--- src/rtl/rxq_pkg.sv ---
// Shared types and constants for the flagged serial receive queue.
// Assumes 8-bit characters at most; entry layout is decoded by the host.
package rxq_pkg;

    localparam int CHAR_W  = 8;
    localparam int ENTRY_W = CHAR_W + 3;
    localparam int STAT_W  = 12;
    localparam int STAT_NEMPTY_BIT = 11;
    localparam int STAT_OVR_BIT    = 7;

    // Entry layout: break in the top bit, then parity error, framing error, character.
    typedef struct packed {
        logic              brk;
        logic              perr;
        logic              ferr;
        logic [CHAR_W-1:0] data;
    } rx_entry_t;

    typedef enum logic [2:0] {
        S_IDLE   = 3'd0,
        S_START  = 3'd1,
        S_DATA   = 3'd2,
        S_PAR    = 3'd3,
        S_STOP   = 3'd4,
        S_WAITHI = 3'd5
    } rx_state_e;

endpackage

--- src/rtl/rxq_line_sync.sv ---
// Two-flop synchroniser for the selected serial line.
// Assumes the line idles high; reset value is therefore high.
module rxq_line_sync (
    input  logic clk,
    input  logic rst_n,
    input  logic line_async,
    output logic line_sync
);

    logic meta_q;
    logic sync_q;

    // Shift the asynchronous line through two flops.
    always_ff @(posedge clk) begin
        if (!rst_n) begin
            meta_q <= 1'b1;
            sync_q <= 1'b1;
        end else begin
            meta_q <= line_async;
            sync_q <= meta_q;
        end
    end

    assign line_sync = sync_q;

endmodule

--- src/rtl/rxq_deframer.sv ---
// Character recovery from an oversampled serial line.
// Validates a start bit at mid-bit, samples data/parity/stop at bit centres,
// and emits one flagged entry per frame. Configuration must be stable per frame.
module rxq_deframer
    import rxq_pkg::*;
#(
    parameter int OSR = 16
) (
    input  logic      clk,
    input  logic      rst_n,
    input  logic      tick,
    input  logic      line,
    input  logic      rx_en,
    input  logic [1:0] sym_len,
    input  logic      par_en,
    input  logic      par_even,
    output logic      busy,
    output logic      push,
    output rx_entry_t entry
);

    localparam int CW = $clog2(OSR);
    localparam logic [CW-1:0] MID_LAST = CW'(OSR / 2 - 1);
    localparam logic [CW-1:0] BIT_LAST = CW'(OSR - 1);

    rx_state_e         state_q;
    logic [CW-1:0]     cnt_q;
    logic [2:0]        bidx_q;
    logic [CHAR_W-1:0] data_q;
    logic              par_q;
    logic              par_used_q;
    logic              seen_hi_q;
    logic              push_q;
    rx_entry_t         entry_q;
    logic [2:0]        last_idx;
    logic              par_bad;
    logic              is_brk;

    // Index of the final data bit for the selected width.
    assign last_idx = 3'd4 + {1'b0, sym_len};

    // Parity mismatch over received data and parity bit.
    assign par_bad = par_used_q && ((^data_q ^ par_q) != !par_even);

    // A break is a frame with no high sample and a low stop position.
    assign is_brk  = !seen_hi_q && !line;

    // Frame sequencing and entry construction.
    always_ff @(posedge clk) begin
        if (!rst_n) begin
            state_q    <= S_IDLE;
            cnt_q      <= '0;
            bidx_q     <= '0;
            data_q     <= '0;
            par_q      <= 1'b0;
            par_used_q <= 1'b0;
            seen_hi_q  <= 1'b0;
            push_q     <= 1'b0;
            entry_q    <= '0;
        end else begin
            push_q <= 1'b0;
            if (!rx_en) begin
                state_q <= S_IDLE;
                cnt_q   <= '0;
            end else if (tick) begin
                unique case (state_q)
                    S_IDLE: begin
                        if (!line) begin
                            state_q <= S_START;
                            cnt_q   <= CW'(1);
                        end
                    end
                    S_START: begin
                        if (line) begin
                            state_q <= S_IDLE;
                            cnt_q   <= '0;
                        end else if (cnt_q == MID_LAST) begin
                            state_q    <= S_DATA;
                            cnt_q      <= '0;
                            bidx_q     <= '0;
                            data_q     <= '0;
                            par_q      <= 1'b0;
                            par_used_q <= 1'b0;
                            seen_hi_q  <= 1'b0;
                        end else begin
                            cnt_q <= cnt_q + CW'(1);
                        end
                    end
                    S_DATA: begin
                        if (cnt_q == BIT_LAST) begin
                            cnt_q          <= '0;
                            data_q[bidx_q] <= line;
                            seen_hi_q      <= seen_hi_q | line;
                            if (bidx_q == last_idx) begin
                                state_q <= par_en ? S_PAR : S_STOP;
                            end else begin
                                bidx_q <= bidx_q + 3'd1;
                            end
                        end else begin
                            cnt_q <= cnt_q + CW'(1);
                        end
                    end
                    S_PAR: begin
                        if (cnt_q == BIT_LAST) begin
                            cnt_q      <= '0;
                            par_q      <= line;
                            par_used_q <= 1'b1;
                            seen_hi_q  <= seen_hi_q | line;
                            state_q    <= S_STOP;
                        end else begin
                            cnt_q <= cnt_q + CW'(1);
                        end
                    end
                    S_STOP: begin
                        if (cnt_q == BIT_LAST) begin
                            cnt_q  <= '0;
                            push_q <= 1'b1;
                            if (is_brk) begin
                                entry_q <= '{brk: 1'b1, perr: 1'b0, ferr: 1'b1, data: '0};
                            end else begin
                                entry_q <= '{brk: 1'b0, perr: par_bad, ferr: !line, data: data_q};
                            end
                            state_q <= line ? S_IDLE : S_WAITHI;
                        end else begin
                            cnt_q <= cnt_q + CW'(1);
                        end
                    end
                    S_WAITHI: begin
                        if (line) begin
                            state_q <= S_IDLE;
                        end
                    end
                    default: state_q <= S_IDLE;
                endcase
            end
        end
    end

    assign busy  = (state_q != S_IDLE);
    assign push  = push_q;
    assign entry = entry_q;

    // an entry is only ever produced while reception was enabled.
    a_r12_push_needs_enable: assert property (@(posedge clk) disable iff (!rst_n)
        push_q |-> $past(rx_en));

    // a start is only accepted on a low sample.
    a_r8_start_seen_low: assert property (@(posedge clk) disable iff (!rst_n)
        (state_q == S_DATA && $past(state_q) == S_START) |-> $past(!line));

    // after a break entry the receiver rests until the line is high.
    a_r7_break_then_wait: assert property (@(posedge clk) disable iff (!rst_n)
        (push_q && entry_q.brk && rx_en) |-> (state_q == S_WAITHI || $past(line) || line));

endmodule

--- src/rtl/rxq_fifo.sv ---
// Flagged-entry queue with first-word fall-through head, sticky overflow flag
// and synchronous flush. A push into a full queue is dropped unless a pop
// happens in the same cycle.
module rxq_fifo #(
    parameter int DEPTH = 16,
    parameter int W     = 11
) (
    input  logic         clk,
    input  logic         rst_n,
    input  logic         clr,
    input  logic         push,
    input  logic [W-1:0] wdata,
    input  logic         pop,
    output logic [W-1:0] head,
    output logic         nempty,
    output logic         ovr
);

    localparam int AW = $clog2(DEPTH);
    localparam logic [AW:0]   FULL_CNT = (AW+1)'(DEPTH);
    localparam logic [AW-1:0] PTR_LAST = AW'(DEPTH - 1);

    logic [W-1:0]  mem [DEPTH];
    logic [AW-1:0] wr_ptr_q;
    logic [AW-1:0] rd_ptr_q;
    logic [AW:0]   cnt_q;
    logic          ovr_q;
    logic          full;
    logic          pop_ok;
    logic          push_ok;

    assign full    = (cnt_q == FULL_CNT);
    assign pop_ok  = pop && (cnt_q != '0);
    assign push_ok = push && (!full || pop_ok);

    // Store accepted entries.
    always_ff @(posedge clk) begin
        if (push_ok && !clr) begin
            mem[wr_ptr_q] <= wdata;
        end
    end

    // Pointer, occupancy and overflow tracking.
    always_ff @(posedge clk) begin
        if (!rst_n || clr) begin
            wr_ptr_q <= '0;
            rd_ptr_q <= '0;
            cnt_q    <= '0;
            ovr_q    <= 1'b0;
        end else begin
            if (push_ok) begin
                wr_ptr_q <= (wr_ptr_q == PTR_LAST) ? '0 : wr_ptr_q + AW'(1);
            end
            if (pop_ok) begin
                rd_ptr_q <= (rd_ptr_q == PTR_LAST) ? '0 : rd_ptr_q + AW'(1);
            end
            if (push_ok && !pop_ok) begin
                cnt_q <= cnt_q + (AW+1)'(1);
            end else if (pop_ok && !push_ok) begin
                cnt_q <= cnt_q - (AW+1)'(1);
            end
            if (push && !push_ok) begin
                ovr_q <= 1'b1;
            end
        end
    end

    assign head   = mem[rd_ptr_q];
    assign nempty = (cnt_q != '0);
    assign ovr    = ovr_q;

    // occupancy never exceeds the queue depth.
    a_r9_no_overflow: assert property (@(posedge clk) disable iff (!rst_n)
        cnt_q <= FULL_CNT);

    // a push into a full queue without a pop marks overflow.
    a_r9_full_push_flags: assert property (@(posedge clk) disable iff (!rst_n)
        (push && full && !pop && !clr) |=> (ovr_q && full));

    // overflow stays set until a flush.
    a_r9_ovr_sticky: assert property (@(posedge clk) disable iff (!rst_n)
        (ovr_q && !clr) |=> ovr_q);

    // a flush leaves the queue empty with overflow cleared.
    a_r10_clr_empties: assert property (@(posedge clk) disable iff (!rst_n)
        clr |=> (cnt_q == '0 && !ovr_q));

endmodule

--- src/rtl/rxq_idle_timer.sv ---
// Idle-timeout indicator: counts oversampling ticks while the queue holds data
// and the receiver is idle, in units of one character time.
// Counters restart whenever the queue is empty or a frame is in progress.
module rxq_idle_timer #(
    parameter int OSR       = 16,
    parameter int CHAR_BITS = 10,
    parameter int LW        = 5
) (
    input  logic          clk,
    input  logic          rst_n,
    input  logic          tick,
    input  logic          busy,
    input  logic          backlog,
    input  logic [LW-1:0] limit,
    output logic          flag
);

    localparam int TPC = OSR * CHAR_BITS;
    localparam int TW  = $clog2(TPC);
    localparam logic [TW-1:0] TPC_LAST = TW'(TPC - 1);
    localparam logic [LW-1:0] CH_MAX   = {LW{1'b1}};

    logic [TW-1:0] tick_cnt_q;
    logic [LW-1:0] char_cnt_q;

    // Accumulate idle ticks into whole character times, saturating.
    always_ff @(posedge clk) begin
        if (!rst_n || busy || !backlog) begin
            tick_cnt_q <= '0;
            char_cnt_q <= '0;
        end else if (tick) begin
            if (tick_cnt_q == TPC_LAST) begin
                tick_cnt_q <= '0;
                if (char_cnt_q != CH_MAX) begin
                    char_cnt_q <= char_cnt_q + LW'(1);
                end
            end else begin
                tick_cnt_q <= tick_cnt_q + TW'(1);
            end
        end
    end

    assign flag = (limit != '0) && (char_cnt_q >= limit);

    // the timeout is only raised with data waiting in the queue.
    a_r13_needs_backlog: assert property (@(posedge clk) disable iff (!rst_n)
        flag |-> $past(backlog));

endmodule

--- src/rtl/serial_rxq.sv ---
// Top level: line selection, synchronisation, character recovery, flagged
// queue and idle timeout. Configuration arrives as direct inputs.
module serial_rxq
    import rxq_pkg::*;
#(
    parameter int OSR       = 16,
    parameter int DEPTH     = 16,
    parameter int CHAR_BITS = 10
) (
    input  logic               clk,
    input  logic               rst_n,
    input  logic               os_tick,
    input  logic               rx_pin,
    input  logic               tx_loop,
    input  logic               loop_sel,
    input  logic               rx_en,
    input  logic [1:0]         sym_len,
    input  logic               par_en,
    input  logic               par_even,
    input  logic               fifo_clr,
    input  logic [4:0]         idle_limit,
    input  logic               rd_en,
    output logic [ENTRY_W-1:0] rd_word,
    output logic [STAT_W-1:0]  stat_word,
    output logic               idle_to
);

    logic               line_sel;
    logic               line_s;
    logic               busy;
    logic               push;
    rx_entry_t          entry;
    logic [ENTRY_W-1:0] head;
    logic               nempty;
    logic               ovr;

    assign line_sel = loop_sel ? tx_loop : rx_pin;

    rxq_line_sync u_sync (
        .clk        (clk),
        .rst_n      (rst_n),
        .line_async (line_sel),
        .line_sync  (line_s)
    );

    rxq_deframer #(.OSR(OSR)) u_deframer (
        .clk      (clk),
        .rst_n    (rst_n),
        .tick     (os_tick),
        .line     (line_s),
        .rx_en    (rx_en),
        .sym_len  (sym_len),
        .par_en   (par_en),
        .par_even (par_even),
        .busy     (busy),
        .push     (push),
        .entry    (entry)
    );

    rxq_fifo #(.DEPTH(DEPTH), .W(ENTRY_W)) u_fifo (
        .clk    (clk),
        .rst_n  (rst_n),
        .clr    (fifo_clr),
        .push   (push),
        .wdata  (entry),
        .pop    (rd_en),
        .head   (head),
        .nempty (nempty),
        .ovr    (ovr)
    );

    rxq_idle_timer #(.OSR(OSR), .CHAR_BITS(CHAR_BITS), .LW(5)) u_idle (
        .clk     (clk),
        .rst_n   (rst_n),
        .tick    (os_tick),
        .busy    (busy),
        .backlog (nempty),
        .limit   (idle_limit),
        .flag    (idle_to)
    );

    // Present the head entry only while the queue holds data.
    assign rd_word = nempty ? head : '0;

    // Assemble the status vector.
    always_comb begin
        stat_word                  = '0;
        stat_word[STAT_NEMPTY_BIT] = nempty;
        stat_word[STAT_OVR_BIT]    = ovr;
    end

    // nothing is presented while the queue is empty.
    a_r1_empty_word_zero: assert property (@(posedge clk) disable iff (!rst_n)
        !stat_word[STAT_NEMPTY_BIT] |-> (rd_word == '0));

endmodule

--- config.mk ---
export PLATFORM = sky130hd
export DESIGN_NAME = serial_rxq
export DESIGN_NICKNAME = d
export VERILOG_FILES = /design/src/rtl/rxq_pkg.sv /design/src/rtl/rxq_line_sync.sv /design/src/rtl/rxq_deframer.sv /design/src/rtl/rxq_fifo.sv /design/src/rtl/rxq_idle_timer.sv /design/src/rtl/serial_rxq.sv
export SDC_FILE = /design/constraint.sdc
export NUM_CORES = 1
export LEC_CHECK = 0
export CORE_MARGIN = 2
export CORE_UTILIZATION = 30
export DETAILED_ROUTE_END_ITERATION = 8
export GPL_ROUTABILITY_DRIVEN = 0
export SYNTH_ARGS = -nofsm -noshare
export SYNTH_HDL_FRONTEND = slang
export SYNTH_SLANG_ARGS = --single-unit
--- constraint.sdc ---
create_clock -name clk -period 4.5 [get_ports clk]
set_clock_uncertainty 0.15 [all_clocks]
set_input_delay 0.9 -clock clk [delete_from_list [all_inputs] [get_ports clk]]
set_output_delay 0.9 -clock clk [all_outputs]
set_load 0.05 [all_outputs]
-- Yosys cells after proc, flatten, opt, wreduce, memory -nomap -nowiden
Memory sizes are Yosys's and may differ from the RTL's. A register that Yosys moved wholly into a read port is not among the register bits.
Index checks and enable logic that the tools add are counted.
- add/subtract/negate cells: 9
- magnitude comparators: 3
- eq/ne operators: 25
- mux-type cells: 49
- bitwise gates (word level): 2
- reductions and logical operators: 45
- operators with widths (operator ; count):
    3-bit 2-to-1 mux ; 14
    4-bit 2-to-1 mux ; 8
    8-bit 2-to-1 mux ; 4
    11-bit 2-to-1 mux ; 2
    3-bit case mux with 6 select lines ; 1
    6-bit AND reduction ; 3
    8-bit case mux with 2 select lines ; 1
    4-bit by 1-bit adder with 4-bit output (second input constant) ; 3
    4-bit == test (second input constant) ; 3
    2-bit by 1-bit != test with 1-bit output (second input constant) ; 6
    4-bit case mux with 3 select lines ; 1
    5-bit by 1-bit adder with 5-bit output (second input constant) ; 2
    1-bit logical AND ; 10
    1-bit 2-to-1 mux ; 10
    5-bit 2-to-1 mux ; 2
    5-bit nonzero test ; 2
    1-bit zero test ; 9
    8-bit by 1-bit adder with 8-bit output (second input constant) ; 1
    8-bit bitwise mux ; 1
    8-bit == test (second input constant) ; 1
    2-bit != test (second input constant) ; 4
    4-bit AND reduction ; 2
    8-bit AND reduction ; 1
    2-bit nonzero test ; 4
    other kinds (29) ; 38
- flip-flop bits (word level): 62
- memory bits (writable): 176
- input bits: 18
- output and inout bits: 24
- word-level logic and storage cells: 154
- memories kept: 1
- memories (memory ; words ; bits a word ; rd ports ; clocked after Yosys merged registers in ; wr ports ; line ; RTL):
    u_fifo.mem ; 16 ; 11 ; 1 ; 1 ; 1 ; rxq_fifo.sv:23 ; logic [W-1:0] mem [DEPTH];

-- Longest topological paths before layout
- depth after elaboration: 8
- gate-level depth with buffers: 12

-- Hierarchy
A second synthesis with hierarchy kept.
- cells, all modules: 748
- area, all modules: 10510.1 µm²
- modules (own cells, without submodules) (module ; times used ; cells each ; area an instance (µm²)):
    rxq_fifo ; 1 ; 399 ; 7636.1
    rxq_deframer ; 1 ; 231 ; 1888.1
    rxq_idle_timer ; 1 ; 88 ; 744.5
    serial_rxq ; 1 ; 26 ; 188.9
    rxq_line_sync ; 1 ; 4 ; 52.6

-- Least setup slack after synthesis
Ideal clock, no wire load.
- path type: input -> register
- from: input rd_en
- to: register u_fifo.cnt_q[4]
- arrival time: 3.026 ns
- data required time: 4.227 ns
- setup slack: 1.201 ns
- cell stages on the path: 11
- buffers on the path: 1
- path through: nand2b_1 -> o21a_1 -> clkbuf_1 -> ha_1 -> inv_1 -> ha_1 -> nor2b_1 -> o21a_1 -> or3_1 -> a21oi_1 -> mux2_1
- word-level cells in the longest chain between the ends: 6
- elaborated cells on any way between the ends: 9
- classes of those cells: 1 x mux; 8 x reduce/logical
- RTL lines (what ; line ; RTL):
    from (decl) ; serial_rxq.sv:22 ; input logic rd_en,
    1-bit logical AND (*) ; rxq_fifo.sv:33 ; assign pop_ok = pop && (cnt_q != '0);
    1-bit logical OR ; rxq_fifo.sv:34 ; assign push_ok = push && (!full || pop_ok);
    1-bit logical AND ; rxq_fifo.sv:34 ;
    1-bit zero test ; rxq_fifo.sv:59 ; end else if (pop_ok && !push_ok) begin
    1-bit logical AND ; rxq_fifo.sv:59 ;
    2-bit nonzero test (no source line) ; - ;
    to (signal assigned) ; rxq_fifo.sv:58 ; cnt_q <= cnt_q + (AW+1)'(1);
    to (signal assigned) ; rxq_fifo.sv:60 ; cnt_q <= cnt_q - (AW+1)'(1);
    to (decl) ; rxq_fifo.sv:26 ; logic [AW:0] cnt_q;
Mark *: on every way between the ends. The rest lies on a longest branch, timed or not.
A chain may end at the register's enable or synchronous reset.

==> impl_metrics.ini <==
[critical_path]
worst_setup_end_kind = output pin
worst_ep_required_time_ns = 3.45
worst_ep_arrival_time_ns = 3.19
cp_slowest_cell = sky130_fd_sc_hd__clkdlybuf4s50_1
max_stage_delay_ns = 0.70
critPathLaunchType = register
timing.critical_path.cells = buf_4 > mux4_1 > mux4_2 > and2_1 > clkdlybuf4s50_1
worstSetupPathType = register to output pin
number_of_buffer_and_inverter_instances_along_the_worst_setup_path = 2
worstPathMaxFanout = 14
cpLargestDelayFamily = multiplexers

[route]
dr.first_iter.drc_count = 436
drt-total-wl_um = 21200
vias_per_cell = 4.74
dr.pass1.iters = 4
drc_violations_left = 0
post_drt_wl_per_cell_um = 17.4
vias = 5764
ant_nets = 0

[hold_path]
min_path_type = register to register

[grt]
track_usage_pct = 11.8
grt_first_pass_wirelength_um = 33100
pin_count_of_the_biggest_net_entering_global_routing = 31
via_count_of_the_first_global_routing_pass = 5758
grt_antenna_before_repair = 0
grt_overflow = 0

[power]
power-per-cell-area_nw_per_um2 = 370
totalPowerFinal_mw = 4.49
power.leakage_nw = 4.22
peakVddDrop_uv = 242

[synthesis]
cells_after_synth = 700
area_share_of_the_largest_cell_type_after_synthesis_pct = 50.6
synth_edf_count = 176
synth_area_leaders = sky130_fd_sc_hd__edfxtp_1, sky130_fd_sc_hd__dfxtp_1, sky130_fd_sc_hd__mux4_1
async_flop_share_pct = 0
post-synth-top-area-cell = sky130_fd_sc_hd__edfxtp_1
count_of_cell_types_in_the_netlist = 66
synth-main-ff-cell = sky130_fd_sc_hd__edfxtp_1
syn_area_um2 = 10400
yosysWarningCount = 0
ys_seq_elements = 242
synth_area_per_cell_um2 = 14.9
post_synthesis_sequential_area_ratio_pct = 63.3

[cts]
clkTransAtPathRegs_ns = 0.07
clock-root-buffer = sky130_fd_sc_hd__clkbuf_16
cts.repair_timing.setup_buffer_count = 0
clock_latency_ns = 0.53
cts_num_sinks = 242
ctsResizeCount = 0
clock_path_buffers = 3
cts_inserted_buffers = 26
htree_levels = 1
cts_tree = yes
ctsHoldBuffers = 0

[timing]
final.setup.worst_slack_ns = 0.259
worst_slew_margin_relative_to_its_limit_pct = 45.0
worstMarginPinSlew_ns = 0.824
fmax_mhz = 236
fin_crit_ns = 4.24
hold_violations = 0
setup-violations-final = 0
finalMaxSlewViolations = 0
finalCritPeriodShare_pct = 94.3
setup_tns_ns = 0
grt_setup_unrepaired = false

[final_layout]
final-seq-area_um2 = 6610
post_route_cells_drive_above_1_share_pct = 13.6
fillCellCount = 3314
layout_common_cells = sky130_fd_sc_hd__edfxtp_1, sky130_fd_sc_hd__nor2_1, sky130_fd_sc_hd__dfxtp_1, sky130_fd_sc_hd__nand2_1, sky130_fd_sc_hd__clkdlybuf4s50_1
syn_to_final_growth_pct = 16.2
finish.net_count = 781
area_occupied_by_multi_input_gates_um2 = 3520
n_antenna_cell = 0
mostFrequentLayoutCell = sky130_fd_sc_hd__edfxtp_1

[outcome]
run_status = complete, no violations

[floorplanning]
placementRows = 68
area_of_the_die_um2 = 36300
design.portCount = 42
die_outline_width_um = 191
core_um2 = 34400
initial_utilization_pct = 30.4
die-height_um = 191

[placement]
preCtsSetupSlack_ns = 0.551
io_buffers = 31
place.detailed.hpwl_um = 13400

[job]
maxCapViolCount = 0
## final cells by class
| type | instances | area share, % |
|---|---|---|
| clock buffer | 29 | 5.54 |
| tap | 455 | 4.69 |
| sequential | 242 | 54.5 |
| clock inverter | 18 | 1.24 |
| multi-input combinational | 399 | 29.0 |
| inverter | 18 | 0.557 |
| timing repair buffer | 56 | 4.52 |
## stage by stage
step	instances	hold slack, ns	instance area [um2]	utilization [%]
final	1217	0.266	12100	35.3
after global routing	1217	0.301	12100	35.3
after CTS	1217	0.271	12100	35.3
after detailed placement	1170	0.252	11300	32.9
after global placement	1170	0.239	11300	32.9
after floorplan	709	0.236	10500	-
## report_power, final
part	switching, mW	total [mW]	internal, mW
sequential	0.00367	2.36	2.36
clock	0.862	2.05	1.19
combinational	0.0445	0.0708	0.0263
## cell families (layout without fill, tap and decap cells)
group,count (synthesis),in the layout,synth area share (%)
buffers and inverters,68,121,3.59
DFF,242,242,63.3
and+or+nand+nor,188,188,9.21
other,1,10,0.0359
AOI/OAI and AO/OA,90,90,5.49
adders and majority gates,20,20,2.47
muxes,64,64,13.7
xor gates and xnor gates,27,27,2.26
## path summary, 6_finish.rpt
check	from	to	slack (ns)	depth (start not counted)
max	register	rd_word[6]	0.26	5
min	u_sync.meta_q	u_sync.line_sync	0.27	1
max reg2reg	u_fifo.cnt_q[0]	u_fifo.cnt_q[4]	1.16	11
min reg2reg	u_sync.meta_q	u_sync.line_sync	0.27	1
## flip-flops by register name, indices dropped and copies added, names as in the netlist, named ones only
signal                 count
u_fifo.rd_ptr_q            4
u_deframer.par_q           1
u_deframer.push            1
u_fifo.ovr                 1
u_deframer.par_used_q      1
u_idle.tick_cnt_q          8
u_deframer.cnt_q           4
u_idle.char_cnt_q          5
u_sync.meta_q              1
u_deframer.bidx_q          3
u_deframer.state_q         3
u_deframer.data_q          8
u_fifo.wr_ptr_q            4
u_fifo.cnt_q               5
u_fifo.mem               176
u_sync.line_sync           1
u_deframer.seen_hi_q       1
u_deframer.entry          11
## synth_stat cells, drive strengths merged (9+ instances only)
master	count
o21ai	20
xor2	13
clkbuf	13
edfxtp	176
dfxtp	66
and2	14
inv	17
nand3	14
buf	37
o21a	9
mux4	55
ha	19
xnor2	14
nor3	11
nand2	32
nor2	69
a21oi	26
a22oi	10
## metal layers
| layer | wire (um) | part of all wire (%) | global-route usage, % | up-vias |
|---|---|---|---|---|
| met4 | 447 | 2.1 | 2.74 | 0 |
| li1 | - | - | - | 2752 |
| met3 | 993 | 4.7 | 2.19 | 28 |
| met2 | 9900 | 47 | 19.6 | 113 |
| met5 | 0 | 0 | 0 | - |
| met1 | 9840 | 46 | 16.2 | 2871 |
Power figures use the tool's default switching activity.
